==> src/rtl/sfu_pkg.sv <==
package sfu_pkg;

  typedef enum logic [2:0] {
    OP_ADD  = 3'd0,
    OP_ADC  = 3'd1,
    OP_SUB  = 3'd2,
    OP_SBB  = 3'd3,
    OP_AND  = 3'd4,
    OP_OR   = 3'd5,
    OP_XOR  = 3'd6,
    OP_XNOR = 3'd7
  } sfu_op_e;

  typedef struct packed {
    logic c;
    logic o;
    logic s;
    logic z;
    logic a;
    logic p;
  } sfu_flags_t;

  localparam int unsigned NARROW_W0 = 8;
  localparam int unsigned NARROW_W1 = 16;

  function automatic int unsigned lane_bits(input logic [1:0] ws, input int unsigned full_w);
    int unsigned n;
    case (ws)
      2'd0:    n = NARROW_W0;
      2'd1:    n = NARROW_W1;
      default: n = full_w;
    endcase
    return n;
  endfunction

endpackage

==> src/rtl/sfu_msb_pick.sv <==
module sfu_msb_pick #(
  parameter int unsigned DATA_W = 32
) (
  input  logic [DATA_W:0] val_i,
  input  logic [1:0]      wsel_i,
  input  logic            above_i,
  output logic            bit_o
);
  // above_i = 0 selects top bit of the lane, 1 selects the bit just above it
  always_comb begin
    case (wsel_i)
      2'd0:    bit_o = above_i ? val_i[8]      : val_i[7];
      2'd1:    bit_o = above_i ? val_i[16]     : val_i[15];
      default: bit_o = above_i ? val_i[DATA_W] : val_i[DATA_W-1];
    endcase
  end
endmodule

==> src/rtl/sfu_adder.sv <==
module sfu_adder #(
  parameter int unsigned DATA_W = 32
) (
  input  logic [DATA_W-1:0] a_i,
  input  logic [DATA_W-1:0] b_i,
  input  logic [DATA_W-1:0] mask_i,
  input  logic              sub_i,
  input  logic              cin_i,
  input  logic [1:0]        wsel_i,
  output logic [DATA_W-1:0] sum_o,
  output logic              carry_o,
  output logic              aux_o,
  output logic              ovf_o
);
  localparam int unsigned NPICK = 4;

  logic [DATA_W-1:0] bx;
  logic              cx;
  logic [DATA_W:0]   ext;
  logic [4:0]        nib;
  logic [DATA_W:0]   pick_src [NPICK];
  logic [NPICK-1:0]  pick_above;
  logic [NPICK-1:0]  pick_bit;

  always_comb begin
    bx  = sub_i ? (~b_i & mask_i) : (b_i & mask_i);
    cx  = sub_i ? ~cin_i : cin_i;
    ext = {1'b0, a_i} + {1'b0, bx} + {{DATA_W{1'b0}}, cx};
    nib = {1'b0, a_i[3:0]} + {1'b0, bx[3:0]} + {4'b0000, cx};
  end

  assign pick_src[0] = {1'b0, a_i};
  assign pick_src[1] = {1'b0, bx};
  assign pick_src[2] = ext;
  assign pick_src[3] = ext;
  assign pick_above  = 4'b1000;

  generate
    for (genvar g = 0; g < NPICK; g++) begin : g_pick
      sfu_msb_pick #(.DATA_W(DATA_W)) u_pick (
        .val_i  (pick_src[g]),
        .wsel_i (wsel_i),
        .above_i(pick_above[g]),
        .bit_o  (pick_bit[g])
      );
    end
  endgenerate

  // pick_bit: 0 sign A, 1 sign adjusted B, 2 sign sum, 3 carry out of lane
  assign sum_o   = ext[DATA_W-1:0] & mask_i;
  assign carry_o = pick_bit[3] ^ sub_i;
  assign aux_o   = nib[4] ^ sub_i;
  assign ovf_o   = (pick_bit[0] == pick_bit[1]) && (pick_bit[2] != pick_bit[0]);
endmodule

==> src/rtl/sfu_logic.sv <==
module sfu_logic #(
  parameter int unsigned DATA_W = 32
) (
  input  logic [DATA_W-1:0] a_i,
  input  logic [DATA_W-1:0] b_i,
  input  logic [DATA_W-1:0] mask_i,
  input  logic [1:0]        fn_i,
  output logic [DATA_W-1:0] res_o
);
  always_comb begin
    case (fn_i)
      2'd0:    res_o = a_i & b_i;
      2'd1:    res_o = a_i | b_i;
      2'd2:    res_o = a_i ^ b_i;
      default: res_o = a_i ^ ~b_i;
    endcase
    res_o = res_o & mask_i;
  end
endmodule

==> src/rtl/status_flag_unit.sv <==
module status_flag_unit
  import sfu_pkg::*;
#(
  parameter int unsigned DATA_W = 32
) (
  input  logic              clk,
  input  logic              rst,
  input  logic              upd_en,
  input  logic [DATA_W-1:0] opnd_a,
  input  logic [DATA_W-1:0] opnd_b,
  input  logic              carry_in,
  input  logic [2:0]        op_sel,
  input  logic [1:0]        wid_sel,
  output logic [DATA_W-1:0] result,
  output logic              flag_c,
  output logic              flag_o,
  output logic              flag_s,
  output logic              flag_z,
  output logic              flag_a,
  output logic              flag_p
);
  logic [DATA_W-1:0] mask, a_m, b_m, add_res, log_res, res_n;
  logic              is_logic, add_c, add_a, add_o, sign_n;
  sfu_flags_t        flags_n, flags_q;

  always_comb begin
    for (int j = 0; j < int'(DATA_W); j++)
      mask[j] = (j < int'(lane_bits(wid_sel, DATA_W)));
    a_m = opnd_a & mask;
    b_m = opnd_b & mask;
  end

  assign is_logic = op_sel[2];

  sfu_adder #(.DATA_W(DATA_W)) u_adder (
    .a_i    (a_m),
    .b_i    (b_m),
    .mask_i (mask),
    .sub_i  (op_sel[1]),
    .cin_i  (op_sel[0] & carry_in),
    .wsel_i (wid_sel),
    .sum_o  (add_res),
    .carry_o(add_c),
    .aux_o  (add_a),
    .ovf_o  (add_o)
  );

  sfu_logic #(.DATA_W(DATA_W)) u_logic (
    .a_i   (a_m),
    .b_i   (b_m),
    .mask_i(mask),
    .fn_i  (op_sel[1:0]),
    .res_o (log_res)
  );

  assign res_n = is_logic ? log_res : add_res;

  sfu_msb_pick #(.DATA_W(DATA_W)) u_sign (
    .val_i  ({1'b0, res_n}),
    .wsel_i (wid_sel),
    .above_i(1'b0),
    .bit_o  (sign_n)
  );

  always_comb begin
    flags_n.c = ~is_logic & add_c;
    flags_n.o = ~is_logic & add_o;
    flags_n.a = ~is_logic & add_a;
    flags_n.s = sign_n;
    flags_n.z = (res_n == '0);
    flags_n.p = ~^res_n[7:0];
  end

  always_ff @(posedge clk) begin
    if (rst) begin
      result  <= '0;
      flags_q <= '0;
    end else if (upd_en) begin
      result  <= res_n;
      flags_q <= flags_n;
    end
  end

  assign flag_c = flags_q.c;
  assign flag_o = flags_q.o;
  assign flag_s = flags_q.s;
  assign flag_z = flags_q.z;
  assign flag_a = flags_q.a;
  assign flag_p = flags_q.p;
endmodule

==> config.mk <==
export PLATFORM = sky130hd
export DESIGN_NAME = status_flag_unit
export DESIGN_NICKNAME = d
export VERILOG_FILES = /design/src/rtl/sfu_pkg.sv /design/src/rtl/sfu_msb_pick.sv /design/src/rtl/sfu_adder.sv /design/src/rtl/sfu_logic.sv /design/src/rtl/status_flag_unit.sv
export SDC_FILE = /design/constraint.sdc
export NUM_CORES = 1
export LEC_CHECK = 0
export BUFFER_PORTS_ARGS = -buffer_cell sky130_fd_sc_hd__buf_2
export CAP_MARGIN = 20
export CORE_MARGIN = 5
export CORE_UTILIZATION = 50
export CTS_CLUSTER_DIAMETER = 30
export DETAILED_ROUTE_END_ITERATION = 16
export MAX_ROUTING_LAYER = met4
export PLACE_DENSITY = 0.83
export SYNTH_ARGS = -nofsm -noshare
export SYNTH_HDL_FRONTEND = slang
export SYNTH_SLANG_ARGS = --single-unit
==> constraint.sdc <==
create_clock -name clk -period 9.5 [get_ports clk]
set_clock_uncertainty 0.15 [all_clocks]
set_input_delay 1.9 -clock clk [delete_from_list [all_inputs] [get_ports clk]]
set_output_delay 1.9 -clock clk [all_outputs]
set_load 0.005 [all_outputs]
---- After elaboration in Yosys (flattened, before gate mapping) ----
Index checks and enable logic that the tools add are counted.
operators by class
  add/subtract/negate cells ............... 4
  magnitude comparators ................... 32
  equality and inequality tests ........... 5
  mux-type cells .......................... 10
  bitwise gates (word level) .............. 19
  reductions and logical operators ........ 5
operators with widths
  cell                   count
  $lt A6 B32 Y1 const A  16
  $lt A5 B32 Y1 const A  8
  $and A32 B32 Y32       7
  $lt A4 B32 Y1 const A  4
  $pmux W32 S3           1
  $lt A3 B32 Y1 const A  2
  $mux W32               2
  $xor A32 B32 Y32       2
  $add A32 B32 Y33       1
  $add A33 B1 Y33        1
  $logic_not A32 Y1      1
  $lt A1 B32 Y1 const A  1
  $lt A2 B32 Y1 const A  1
  $not A32 Y32           1
  $or A32 B32 Y32        1
  $pmux W6 S2            1
  $pmux W1 S2            5
  $reduce_xnor A8 Y1     1
  $add A4 B4 Y5          1
  $add A5 B1 Y5          1
  $and A1 B1 Y1          4
  $eq A2 B1 Y1 const B   2
  $logic_not A2 Y1       2
  $eq A2 B2 Y1 const B   1
  6 further kinds        8
word-level totals
  register bits ........................... 38
  bits of input ports ..................... 73
  output and inout port bits .............. 38
  logic and storage cells ................. 82

---- Depth between registers and ports, before layout ----
Gate-level depths: netlist of run 1.
  depth after elaboration ................. 13
  mapped depth ............................ 22
  depth with buffers taken out ............ 17

---- Hierarchy ----
From an unflattened synthesis of run 1, not the netlist that was laid out.
unflattened totals
  cell total of the unflattened synthesis .. 940
  area total of the unflattened synthesis .. 7190.6 µm²
modules (own cells, without submodules)
  module            instances  cells each  area each (µm²)  seq. area each (µm²)
  sfu_adder         1          406         2834.0           0.0
  status_flag_unit  1          275         2356.0           760.7
  sfu_logic         1          244         1775.5           0.0
  sfu_msb_pick      5          3           45.0             0.0

---- Least setup slack after synthesis of run 1 ----
Ideal clock, no wire load.
  kind .................................... input port to flip-flop
  from .................................... in op_sel[1]
  to ...................................... reg flags_q, in the netlist flag_z
  library setup time ...................... 69 ps
  data arrival time ....................... 5793 ps
  data required time ...................... 9281 ps
  setup slack ............................. 3488 ps
  stages on the path ...................... 21
  buffers on the path ..................... 5
  cell sequence ........................... buf_2 > buf_1 > clkbuf_1 > buf_1 > buf_2 > xnor2_1 > fa_1 > inv_1 > fa_1 > a211oi_1 > o21ai_2 > xor2_1 > o21ai_0 > ha_1 > nand4_1 > nor2_1 > nor4b_2 > nand4b_1 > nor4_1 > nand4_1 > o21ai_1
between the ends
  cells in the longest elaborated chain, start to end .. 6
  elaborated cells on any way between the ends .. 12
  classes of those cells .................. add/sub (2); eq/ne (2); mux (4); bitwise (2); reduce/logical (2)
RTL lines
  what                  line                    text
  from (decl)           status_flag_unit.sv:12  input logic [2:0] op_sel,
  $mux W32              sfu_adder.sv:26         bx = sub_i ? (~b_i & mask_i) : (b_i & mask_i);
  $add A32 B32 Y33      sfu_adder.sv:28         ext = {1'b0, a_i} + {1'b0, bx} + {{DATA_W{1'b0}}, cx};
  $add A33 B1 Y33       sfu_adder.sv:28
  $and A32 B32 Y32      sfu_adder.sv:50         assign sum_o = ext[DATA_W-1:0] & mask_i;
  $mux W32 *            status_flag_unit.sv:56  assign res_n = is_logic ? log_res : add_res;
  $logic_not A32 Y1 *   status_flag_unit.sv:70  flags_n.z = (res_n == '0);
  to (signal assigned)  status_flag_unit.sv:80  flags_q <= flags_n;
  to (decl)             status_flag_unit.sv:24  sfu_flags_t flags_n, flags_q;
Every way passes the cells marked *; elsewhere a longest branch is shown, timed or not.
A chain may end at the register's enable or synchronous reset.

---- Final worst setup path of run 1 ----
  from .................................... in wid_sel[1]
  to ...................................... reg flags_q, in the netlist flag_z
between the ends
  cells in the longest elaborated chain, start to end .. 12
  elaborated cells on any way between the ends .. 52
  classes of those cells .................. add/sub (2); order compare (32); eq/ne (1); mux (4); bitwise (11); reduce/logical (2)
RTL lines
  what                                                     line                              text
  from (decl)                                              status_flag_unit.sv:13            input logic [1:0] wid_sel,
  $eq A2 B1 Y1 / $logic_not A2 Y1 (equally long branches)  sfu_pkg.sv:28                     case (ws)
  $pmux W6 S2 *                                            sfu_pkg.sv:28
  $lt A1 B32 Y1 (tied with other cells)                    status_flag_unit.sv:28            mask[j] = (j < int'(lane_bits(wid_sel, DATA_W)));
  $and A32 B32 Y32                                         status_flag_unit.sv:30            b_m = opnd_b & mask;
  $not A32 Y32                                             sfu_adder.sv:26, sfu_logic.sv:15
  $and A32 B32 Y32                                         sfu_adder.sv:26
  $mux W32                                                 sfu_adder.sv:26
  $add A32 B32 Y33                                         sfu_adder.sv:28
  $add A33 B1 Y33                                          sfu_adder.sv:28
  $and A32 B32 Y32                                         sfu_adder.sv:50
  $mux W32 *                                               status_flag_unit.sv:56
  $logic_not A32 Y1 *                                      status_flag_unit.sv:70
Marked as above.

==> summary.md, run 1 <==
| Metric | Value |
|---|---|
| Aggregate global routing overflow | 0 |
| Hold_buf cts | 0 |
| Number of diodes | 0 |
| Final setup viols | 0 |
| Die Y | 121 microns |
| Cells after Synth | 893 |
| Final Hold Violating Endpoints | 0 |
| Most frequent cells in the layout | buf_2, nor2_1, nand2_1, a21oi_1, o21ai_0 |
| Largest net degree at the start of global routing | 97 |
| RSZ-0062 raised after global routing | no |
| Internal power | 0.453 mW |
| Vias per cell | 6.05 |
| Min-delay worst type | reg2reg |
| CP endpoint kind | flip-flop |
| FP Rows | 40 |
| Worst Max-Slew Pin Slew | 950 ps |
| Synth Warn # | 0 |
| Max Cap Viol | 0 |
| TritonCTS Sinks | 38 |
| First-pass GRT wire length | 30.2 mm |
| Post-DP HPWL | 14.5 mm |
| Switching Fraction | 43.8% |
| Gate power share | 58.0% |
| Net Count, Synth | 1004 |
| Clock latency at the later pin of the worst-skew pair | 280 ps |
| DP Cell Count | 1104 |
| Core ar. | 12100 sq um |
| Critical Path RT | 9570 ps |
| Slew margin rel. | 36.7% |
| Post-CTS Resized | 0 |
| I/O Buffers | 110 |
| CP max FO | 22 |
| Mapped Area | 6180 sq um |
| Worst setup SP type | primary input |
| Root buf cell | clkbuf_16 |
| Switching power total | 0.354 mW |
| Fill count | 1181 |
| PwrDens | 118 nW/um^2 |
| DRC viols | 0 |
| Peak VDD IR | 0.0807 mV |
| Seq/Total Area, Yosys | 12.3% |
| Die footprint | 14700 sq um |
| Clk pin slew, worst setup/hold paths | 50 ps |
| Most common cell after layout, fill and taps aside | buf_2 |
| Clock share of power | 19.4% |
| Outcome | finished clean |
| Post-route minimum period | 6040 ps |
| DR pass1 iterations | 5 |
| Setup TNS | 0 ps |
| Detailed-route wire length | 18.8 mm |
| P&R area growth vs syn | 10.2% |
| Die Wd | 121 microns |
| Pleak | 2.75 nW |
| Worst EP arrival | 6100 ps |
| EDFF count, synth | 0 |
| Final non-filler cell total | 1111 |
| Setup slack, reg-to-reg | 8580 ps |
| Top FF cell, synth | dfxtp_1 |
| GPL Wtd Cong | 1.01 |
| Yosys cell types | 86 |
| First DRT Iteration DRCs | 541 |
| Max Root-Sink Buffers | 2 |
| Postcts setup bufs | 0 |
| ANT nets after route | 0 |
| All-Layer GR Usage | 25.4% |
| Vias in the first global route | 6164 |
| Max frequency | 0.166 GHz |
| Ratio of cells with drive above 1 in the final layout | 16.9% |
| Synthesized flop and latch total | 38 |
| Register share of total power | 22.6% |
| Nets | 1054 |
| Max-slew violation count | 0 |
| CTS H-tree lvls | 2 |
| Critical path class | in2reg |
| Initial antenna violation count | 0 |
| Async S/R FF share, synth | 0% |
| WL/cell | 16.9 microns |
| Avg Inst Size Synth | 6.93 sq um |
| CTS tree | done |
| DR vias | 6722 |
| Initial Util | 51.3% |
| # IOs | 111 |
| Total CTS buffers | 5 |
| Final worst-path cycle share | 63.5% |
[routing by layer]
metal | up-vias | track usage, % | routed length (microns)
li1 | 3343 | - | -
met1 | 3085 | 32.1 | 8100
met2 | 250 | 42.9 | 8970
met3 | 44 | 2.38 | 1110
met4 | 0 | 8.26 | 578
met5 | - | - | 0
[metrics by stage]
step / utilization [%] / worst slack [ps] / power (mW) / cell area (sq um) / hold slack (ps)
6_report: 56.5 / 3460 / 0.807 / 6810 / 318
5_1_grt: 56.5 / 3140 / 0.864 / 6810 / 322
4_1_cts: 56.5 / 3500 / 0.802 / 6810 / 316
3_5_place_dp: 55.4 / 3220 / 0.646 / 6680 / 307
3_3_place_gp: 55.4 / 3280 / 0.639 / 6680 / 302
2_1_floorplan: - / 3490 / 0.527 / 6180 / 292
[layout make-up]
type | count | area, sq um | area share [%]
Timing Repair Buffer | 115 | 593 | 8.71
Tap cell | 168 | 210 | 3.09
Sequential cell | 38 | 761 | 11.2
Inverter | 15 | 56.3 | 0.826
Multi-Input combinational cell | 768 | 5060 | 74.2
Clock buffer | 5 | 125 | 1.84
Clock inverter | 2 | 10.0 | 0.147
[power by group through the flow]
stage / combinational, mW / sequential, mW / clock, mW
final: 0.468 / 0.183 / 0.156
after global routing: 0.515 / 0.184 / 0.164
after CTS: 0.463 / 0.183 / 0.156
after detailed placement: 0.460 / 0.186 / 0
after global placement: 0.453 / 0.186 / 0
after floorplan: 0.341 / 0.187 / 0
[final timing paths]
| path | start | endpoint | depth (start not counted) |
|---|---|---|---|
| max | wid_sel[1] | flag_z | 17 |
| min | result[17] | result[17] | 2 |
| max reg2reg | result[19] | result[19] | 2 |
| min reg2reg | result[17] | result[17] | 2 |
[state kept, by name (all words and copies together), names as in the netlist]
name    cells
flag_z      1
result     32
flag_c      1
flag_o      1
flag_a      1
flag_s      1
flag_p      1
[cells by family after synthesis]
family | count (synthesis) | share of synthesized area (%)
muxes | 6 | 1.01
and+or+nand+nor | 316 | 25.2
AOI/OAI and AO/OA | 316 | 34.5
adders and majority gates | 42 | 8.58
xor gates and xnor gates | 88 | 12.5
buffers and inverters | 87 | 5.93
DFF | 38 | 12.3
[critical path, cell delays in order]
cell	delay [ps]
buf_2	120
nor2_1	100
buf_4	210
inv_1	210
ha_1	720
nor2b_1	110
ha_1	550
nand2_1	140
o41ai_1	400
a31oi_1	70
o31a_1	170
a21o_1	170
a211oi_1	480
o21ai_0	180
nor4_1	290
nand4_1	130
o21ai_1	120
[synthesized netlist by cell type, types with 3 or more instances]
| library cell | instances | area share [%] |
|---|---|---|
| maj3_1 | 4 | 0.65 |
| a21o_1 | 16 | 1.9 |
| nand4_1 | 10 | 1.0 |
| mux2i_1 | 4 | 0.65 |
| clkbuf_1 | 36 | 2.2 |
| nor2_1 | 97 | 5.9 |
| nand2_1 | 84 | 5.1 |
| o21ai_2 | 3 | 0.42 |
| o21ai_1 | 10 | 0.81 |
| buf_1 | 11 | 0.67 |
| a211oi_1 | 23 | 2.8 |
| o211ai_1 | 27 | 3.3 |
| xnor2_1 | 44 | 6.2 |
| o21ai_0 | 59 | 4.8 |
| o22ai_1 | 5 | 0.51 |
| nand3_1 | 24 | 1.9 |
| and3_1 | 4 | 0.40 |
| nand2b_1 | 7 | 0.71 |
| nor3_2 | 3 | 0.49 |
| nor2b_1 | 15 | 1.5 |
| o21a_1 | 10 | 1.2 |
| ha_1 | 36 | 7.3 |
| and2_1 | 29 | 2.9 |
| a211oi_2 | 3 | 0.61 |
| a21oi_2 | 5 | 0.71 |
| nor3_1 | 10 | 0.81 |
| o31ai_1 | 3 | 0.36 |
| inv_1 | 15 | 0.91 |
| dfxtp_1 | 38 | 12 |
| a2111oi_0 | 3 | 0.42 |
| xor2_1 | 44 | 6.2 |
| nand3b_1 | 3 | 0.36 |
| or3_1 | 8 | 0.81 |
| o21bai_1 | 3 | 0.36 |
| a31oi_1 | 22 | 2.2 |
| or2_2 | 5 | 0.51 |
| a22oi_1 | 9 | 1.1 |
| buf_2 | 23 | 1.9 |
| a21oi_1 | 80 | 6.5 |
No activity file was read; power rests on OpenSTA's default activity.
==> inputs of run 2 (changes only) <==
==> constraint.sdc (replaced) <==
create_clock -name clk -period 6.35 [get_ports clk]
set_clock_uncertainty 0.15 [all_clocks]
set_input_delay 1.27 -clock clk [delete_from_list [all_inputs] [get_ports clk]]
set_output_delay 1.27 -clock clk [all_outputs]
set_load 0.005 [all_outputs]
==> summary.md, run 2 (same netlist as run 1, synthesis figures left out) <==
| Metric | Value |
|---|---|
| First-pass GRT wire length | 30.6 mm (+1.4%) |
| Multi-input logic area | 5060 sq um (unchanged) |
| DRC viols | 0 (unchanged) |
| FF+latch area | 761 sq um (unchanged) |
| Final Hold Violating Endpoints | 0 (unchanged) |
| Pleak | 2.78 nW (+1.2%) |
| Hold WS | 316 ps (-2.25 ps) |
| CP endpoint kind | flip-flop |
| Aggregate global routing overflow | 0 (unchanged) |
| Largest net degree at the start of global routing | 52 (-46%) |
| Hold_buf cts | 0 (unchanged) |
| GPL Wtd Cong | 1.00 (-0.92%) |
| Die footprint | 14700 sq um (unchanged) |
| Max Cap Viol | 0 (unchanged) |
| # IOs | 111 (unchanged) |
| Post-route minimum period | 5240 ps |
| Worst Hold Launch | flag_o |
| Initial Util | 51.3% (unchanged) |
| I/O Buffers | 110 (unchanged) |
| Die Y | 121 microns (unchanged) |
| Largest register by flop count | result |
| Die Wd | 121 microns (unchanged) |
| Worst setup SP type | primary input |
| Max Root-Sink Buffers | 2 (unchanged) |
| CTS H-tree lvls | 2 (unchanged) |
| CP max FO | 22 (unchanged) |
| Peak VDD IR | 0.116 mV (+44%) |
| All-Layer GR Usage | 25.6% (+0.19 points) |
| PwrDens | 190 nW/um^2 (+60%) |
| Detailed-route wire length | 18.6 mm (-0.85%) |
| CTS tree | done |
| Min-delay worst type | reg2reg |
| Setup TNS | 0 ps (unchanged) |
| DR pass1 iterations | 6 (+1) |
| Max reg flops | 32 (unchanged) |
| Worst Max-Slew Pin Slew | 865 ps (-84.3 ps) |
| FP Rows | 40 (unchanged) |
| Fill count | 1160 (-1.8%) |
| Final setup viols | 0 (unchanged) |
| Clock latency at the later pin of the worst-skew pair | 280 ps (about the same) |
| Post-CTS Resized | 0 (unchanged) |
| Critical path class | in2reg |
| Post-DP HPWL | 14.2 mm (-2.4%) |
| Vias per cell | 6.11 (+0.90%) |
| Worst EP arrival | 5300 ps (-800 ps) |
| Critical Path RT | 6420 ps (-3150 ps) |
| Crit path launch | wid_sel[1] |
| Initial antenna violation count | 0 (unchanged) |
| RSZ-0062 raised after global routing | no |
| DR vias | 6795 (+1.1%) |
| FF-to-FF Start | result[11] |
| Outcome | finished clean |
| Nets | 1055 (+0.095%) |
| Power Total | 1.31 mW (+62%) |
| Clk pin slew, worst setup/hold paths | 60 ps (about the same) |
| Final worst-path cycle share | 82.5% |
| Slew margin rel. | 42.3% (+5.6 points) |
| Root buf cell | clkbuf_16 |
| Most frequent cells in the layout | buf_2, nor2_1, nand2_1, a21oi_1, o21ai_0 |
| Max-slew violation count | 0 (unchanged) |
| Total CTS buffers | 5 (unchanged) |
| Ratio of cells with drive above 1 in the final layout | 17.0% (+0.18 points) |
| First DRT Iteration DRCs | 671 (+24%) |
| TritonCTS Sinks | 38 (unchanged) |
| Vias in the first global route | 6277 (+1.8%) |
| P&R area growth vs syn | 11.3% |
| Postcts setup bufs | 0 (unchanged) |
| Finished Core Util | 57.1% (+0.59 points) |
| Most common cell after layout, fill and taps aside | buf_2 |
| ANT nets after route | 0 (unchanged) |
| WL/cell | 16.7 microns (-1.0%) |
| Core ar. | 12100 sq um (unchanged) |
| Max frequency | 0.191 GHz |
| Number of diodes | 0 (unchanged) |
[run 2: cell types whose count changed in the layout (fill, tap and decap cells not counted), sizes merged]
cell and change:
bufinv +2, clkbuf +1, clkinv -2, buf +1
[run 2: routing by layer]
metal	up-vias	part of all wire [%]	track usage, %
met3	48	7.4	2.98
met4	0	3.4	9.66
li1	3344	-	-
met2	282	47	42.3
met1	3121	42	32.2
met5	-	0	-
[run 2: worst max-delay path: stages]
cell and delay [ps]:
buf_2 120, nor2_1 160, inv_1 220, ha_1 750, nor2b_1 120, ha_1 460, a21oi_2 310, o21ai_1 160
a21oi_1 240, nor3b_1 250, a211oi_2 140, nor4b_2 290, nand4b_1 130, nor4_1 410, nand4_1 140, o21ai_1 130
[run 2: final timing paths]
kind | to | slack (ps) | cells after the start
worst max-delay path | flag_z | 1110 | 16
worst min register to register | flag_o | 320 | 1
worst max register to register | result[11] | 5440 | 3
worst min-delay path | flag_o | 320 | 1
[run 2: through the flow]
step / setup slack [ps] / area, sq um / cells
after floorplan: 968 / 6180 / 893
after global placement: 1040 / 6690 / 1105
after detailed placement: 878 / 6690 / 1105
after CTS: 1140 / 6880 / 1113
after global routing: 674 / 6880 / 1113
final: 1110 / 6880 / 1113
[run 2: final cells by class]
class | count | area share [%]
tap | 168 | 3.05
clock buffer | 6 | 2.02
sequential | 38 | 11.1
clock inverter | 2 | 0.872
timing repair buffer | 116 | 8.72
inverter | 15 | 0.818
multi-input combinational | 768 | 73.5
[run 2: power breakdown]
group          internal (mW)  switching [mW]  leakage (nW)
clock network          0.236          0.0968        0.0971
registers              0.262          0.0125         0.313
logic                  0.276           0.424          2.37
total                  0.773           0.533          2.78
==> inputs of run 3 (changes only) <==
--- a/config.mk
+++ b/config.mk
@@ -5,6 +5,7 @@
 export SDC_FILE = /design/constraint.sdc
 export NUM_CORES = 1
 export LEC_CHECK = 0
+export ABC_AREA = 1
 export BUFFER_PORTS_ARGS = -buffer_cell sky130_fd_sc_hd__buf_2
 export CAP_MARGIN = 20
 export CORE_MARGIN = 5
@@ -12,7 +13,7 @@
 export CTS_CLUSTER_DIAMETER = 30
 export DETAILED_ROUTE_END_ITERATION = 16
 export MAX_ROUTING_LAYER = met4
-export PLACE_DENSITY = 0.83
+export PLACE_DENSITY = 0.85
 export SYNTH_ARGS = -nofsm -noshare
 export SYNTH_HDL_FRONTEND = slang
 export SYNTH_SLANG_ARGS = --single-unit
==> constraint.sdc (replaced) <==
create_clock -name clk -period 4.3 [get_ports clk]
set_clock_uncertainty 0.15 [all_clocks]
set_input_delay 0.86 -clock clk [delete_from_list [all_inputs] [get_ports clk]]
set_output_delay 0.86 -clock clk [all_outputs]
set_load 0.005 [all_outputs]
==> summary.md, run 3 <==
| Metric | Value |
|---|---|
| Min-delay worst type | reg2reg |
| Number of diodes | 0 (unchanged) |
| PwrDens | 263 nW/um^2 (+39%) |
| Outcome | finished clean |
| Synth Warn # | 0 (unchanged) |
| Setup TNS | 0 ps (unchanged) |
| First-pass GRT wire length | 33.1 mm (+8.2%) |
| Initial Util | 51.0% (-0.30 points) |
| WL/cell | 14.1 microns (-16%) |
| Post-route minimum period | 3900 ps |
| CP endpoint kind | flip-flop |
| Aggregate global routing overflow | 0 (unchanged) |
| Critical Path RT | 4370 ps (-2050 ps) |
| DR vias | 7919 (+17%) |
| Slew margin rel. | 42.8% (+0.57 points) |
| Worst Max-Slew Pin Slew | 857 ps (-8.53 ps) |
| Post-DP HPWL | 16.7 mm (+18%) |
| Avg Inst Size Synth | 5.31 sq um (-23%) |
| GPL Wtd Cong | 1.02 (+1.5%) |
| Final worst-path cycle share | 90.8% |
| Pleak | 4.13 nW (+48%) |
| CP max FO | 8 (-64%) |
| Clock latency at the later pin of the worst-skew pair | 290 ps (about the same) |
| Max Cap Viol | 0 (unchanged) |
| # IOs | 111 (unchanged) |
| Most common cell after layout, fill and taps aside | nand2_1 |
| TritonCTS Sinks | 38 (unchanged) |
| Yosys top cell by area | nand2_1 |
| Final Hold Violating Endpoints | 0 (unchanged) |
| Max Root-Sink Buffers | 2 (unchanged) |
| Die Wd | 123 microns (+1.8%) |
| Ratio of cells with drive above 1 in the final layout | 14.7% (-2.4 points) |
| Max reg flops | 32 (unchanged) |
| Mapped Area | 6430 sq um (+4.0%) |
| Max-slew violation count | 0 (unchanged) |
| Yosys cell types | 38 (-56%) |
| CTS tree | done |
| RSZ-0062 raised after global routing | no |
| Most frequent cells in the layout | nand2_1, inv_1, buf_2, nor2_1, a21oi_1 |
| CTS H-tree lvls | 2 (unchanged) |
| Total CTS buffers | 5 (unchanged) |
| Async S/R FF share, synth | 0% (unchanged) |
| Most frequent cells after synthesis | nand2_1, inv_1, nor2_1 |
| Vias in the first global route | 7313 (+17%) |
| Synthesized flop and latch total | 38 (unchanged) |
| Seq/Total Area, Yosys | 11.8% (-0.47 points) |
| Cell Area, Placed | 7130 sq um (+6.6%) |
| EDFF count, synth | 0 (unchanged) |
| Die Y | 123 microns (+1.8%) |
| Post-synth top area share | 22.2% (+9.9 points) |
| Nets | 1405 (+33%) |
| Core ar. | 12600 sq um (+4.6%) |
| Finished Cell Area | 7330 sq um (+6.5%) |
| Clk pin slew, worst setup/hold paths | 60 ps (about the same) |
| All-Layer GR Usage | 27.5% (+1.8 points) |
| Worst EP arrival | 3980 ps (-1320 ps) |
| DR pass1 iterations | 6 (unchanged) |
| Net Count, Synth | 1322 (+32%) |
| FP Rows | 41 (+2.5%) |
| P&R area growth vs syn | 13.9% |
| Top FF cell, synth | dfxtp_1 |
| Final setup viols | 0 (unchanged) |
| Detailed-route wire length | 20.6 mm (+11%) |
| DRC viols | 0 (unchanged) |
| First DRT Iteration DRCs | 623 (-7.2%) |
| Max frequency | 0.256 GHz |
| Root buf cell | clkbuf_16 |
| Initial antenna violation count | 0 (unchanged) |
| Worst setup SP type | primary input |
| I/O Buffers | 110 (unchanged) |
| Largest net degree at the start of global routing | 49 (-5.8%) |
| Critical path class | in2reg |
| Cells after Synth | 1211 (+36%) |
| Die footprint | 15200 sq um (+3.7%) |
| Top cells by area, synth | nand2_1, dfxtp_1, inv_1 |
| Most frequent cell after synthesis | nand2_1 |
| Largest register by flop count | result |
| Peak VDD IR | 0.151 mV (+30%) |
| ANT nets after route | 0 (unchanged) |
| Vias per cell | 5.40 (-12%) |
run 3: cell types whose count changed after synthesis, moves of 12 or more:
| cell | delta |
|---|---|
| nand2_1 | +297 |
| inv_1 | +156 |
| nand3_1 | +62 |
| xnor2_1 | -27 |
| a21oi_1 | +26 |
| and2_1 | -26 |
| a211oi_1 | -22 |
| o211ai_1 | -18 |
| xor2_1 | -18 |
| nor2b_1 | -15 |
| a21o_1 | -14 |
| a31oi_1 | -12 |
| nor2_2 | +12 |
run 3: power breakdown:
group	internal (mW)	total [mW]	switching, mW
combinational	0.367	1.03	0.659
clock	0.348	0.503	0.154
sequential	0.383	0.398	0.0149
total	1.10	1.93	0.828
run 3: stage by stage:
step                      setup slack, ps  power, mW  util [%]  hold WS [ps]  instances
after floorplan                       166       1.13         -           305       1211
after global placement                176       1.40      56.5           315       1459
after detailed placement              114       1.42      56.5           315       1459
after CTS                             400       1.92      58.1           325       1467
after global routing                 82.4       2.07      58.1           359       1467
final                                 396       1.93      58.1           322       1467
run 3: area by class of cell:
cell class | instances | area (sq um)
inverters | 178 | 668
repair buffers | 128 | 711
well taps | 172 | 215
fillers | 1327 | 5290
clock buffers | 6 | 139
clock inverters | 2 | 60.1
multi-input cells | 943 | 4780
flip-flops and latches | 38 | 761
run 3: worst max-delay path, stage by stage:
cell and delay, ps:
buf_2 230, xor2_1 220, fa_1 210, inv_1 90, fa_1 440, nand3_1 130, nand3_2 150, nand2_1 90
nand2_1 120, xor2_1 170, o22ai_1 230, ha_1 200, nand3_1 70, nor2_1 100, nand2_1 60, inv_1 50
nand3_1 70, nor2_1 110, nand2_1 100, nor2_1 110, nand2_1 70, a21oi_2 120
run 3: logic make-up after synthesis:
group                      count (synthesis)  share of synthesized area [%]
DFF                                       38                           11.8
xor gates and xnor gates                  43                           5.85
buffers and inverters                    230                           14.0
AOI/OAI and AO/OA                        230                           19.5
adders and majority gates                 38                           7.62
and+or+nand+nor                          632                           41.2
run 3: what timing repair did:
| action | CTS | global route |
|---|---|---|
| setup endpoints to repair | 0 | 1 |
| buffers inserted | 0 | 0 |
| resized for setup | 0 | 1 |
| hold buffers | 0 | 0 |
| hold endpoints to repair | 0 | 0 |
run 3: routing by layer:
| layer | share of wire, % | vias up | global-route usage (%) |
|---|---|---|---|
| met4 | 4.3 | 0 | 11.9 |
| met1 | 42 | 3528 | 33.5 |
| met2 | 47 | 299 | 45.9 |
| met3 | 7.1 | 65 | 2.88 |
| met5 | 0 | - | - |
| li1 | - | 4027 | - |
run 3: final timing paths:
kind | slack [ps] | startpoint | endpoint | cells after the start
worst max-delay path | 400 | op_sel[1] | flag_z | 22
worst min-delay path | 320 | flag_o | flag_o | 2
worst max register to register | 3430 | result[24] | result[24] | 2
worst min register to register | 320 | flag_o | flag_o | 2
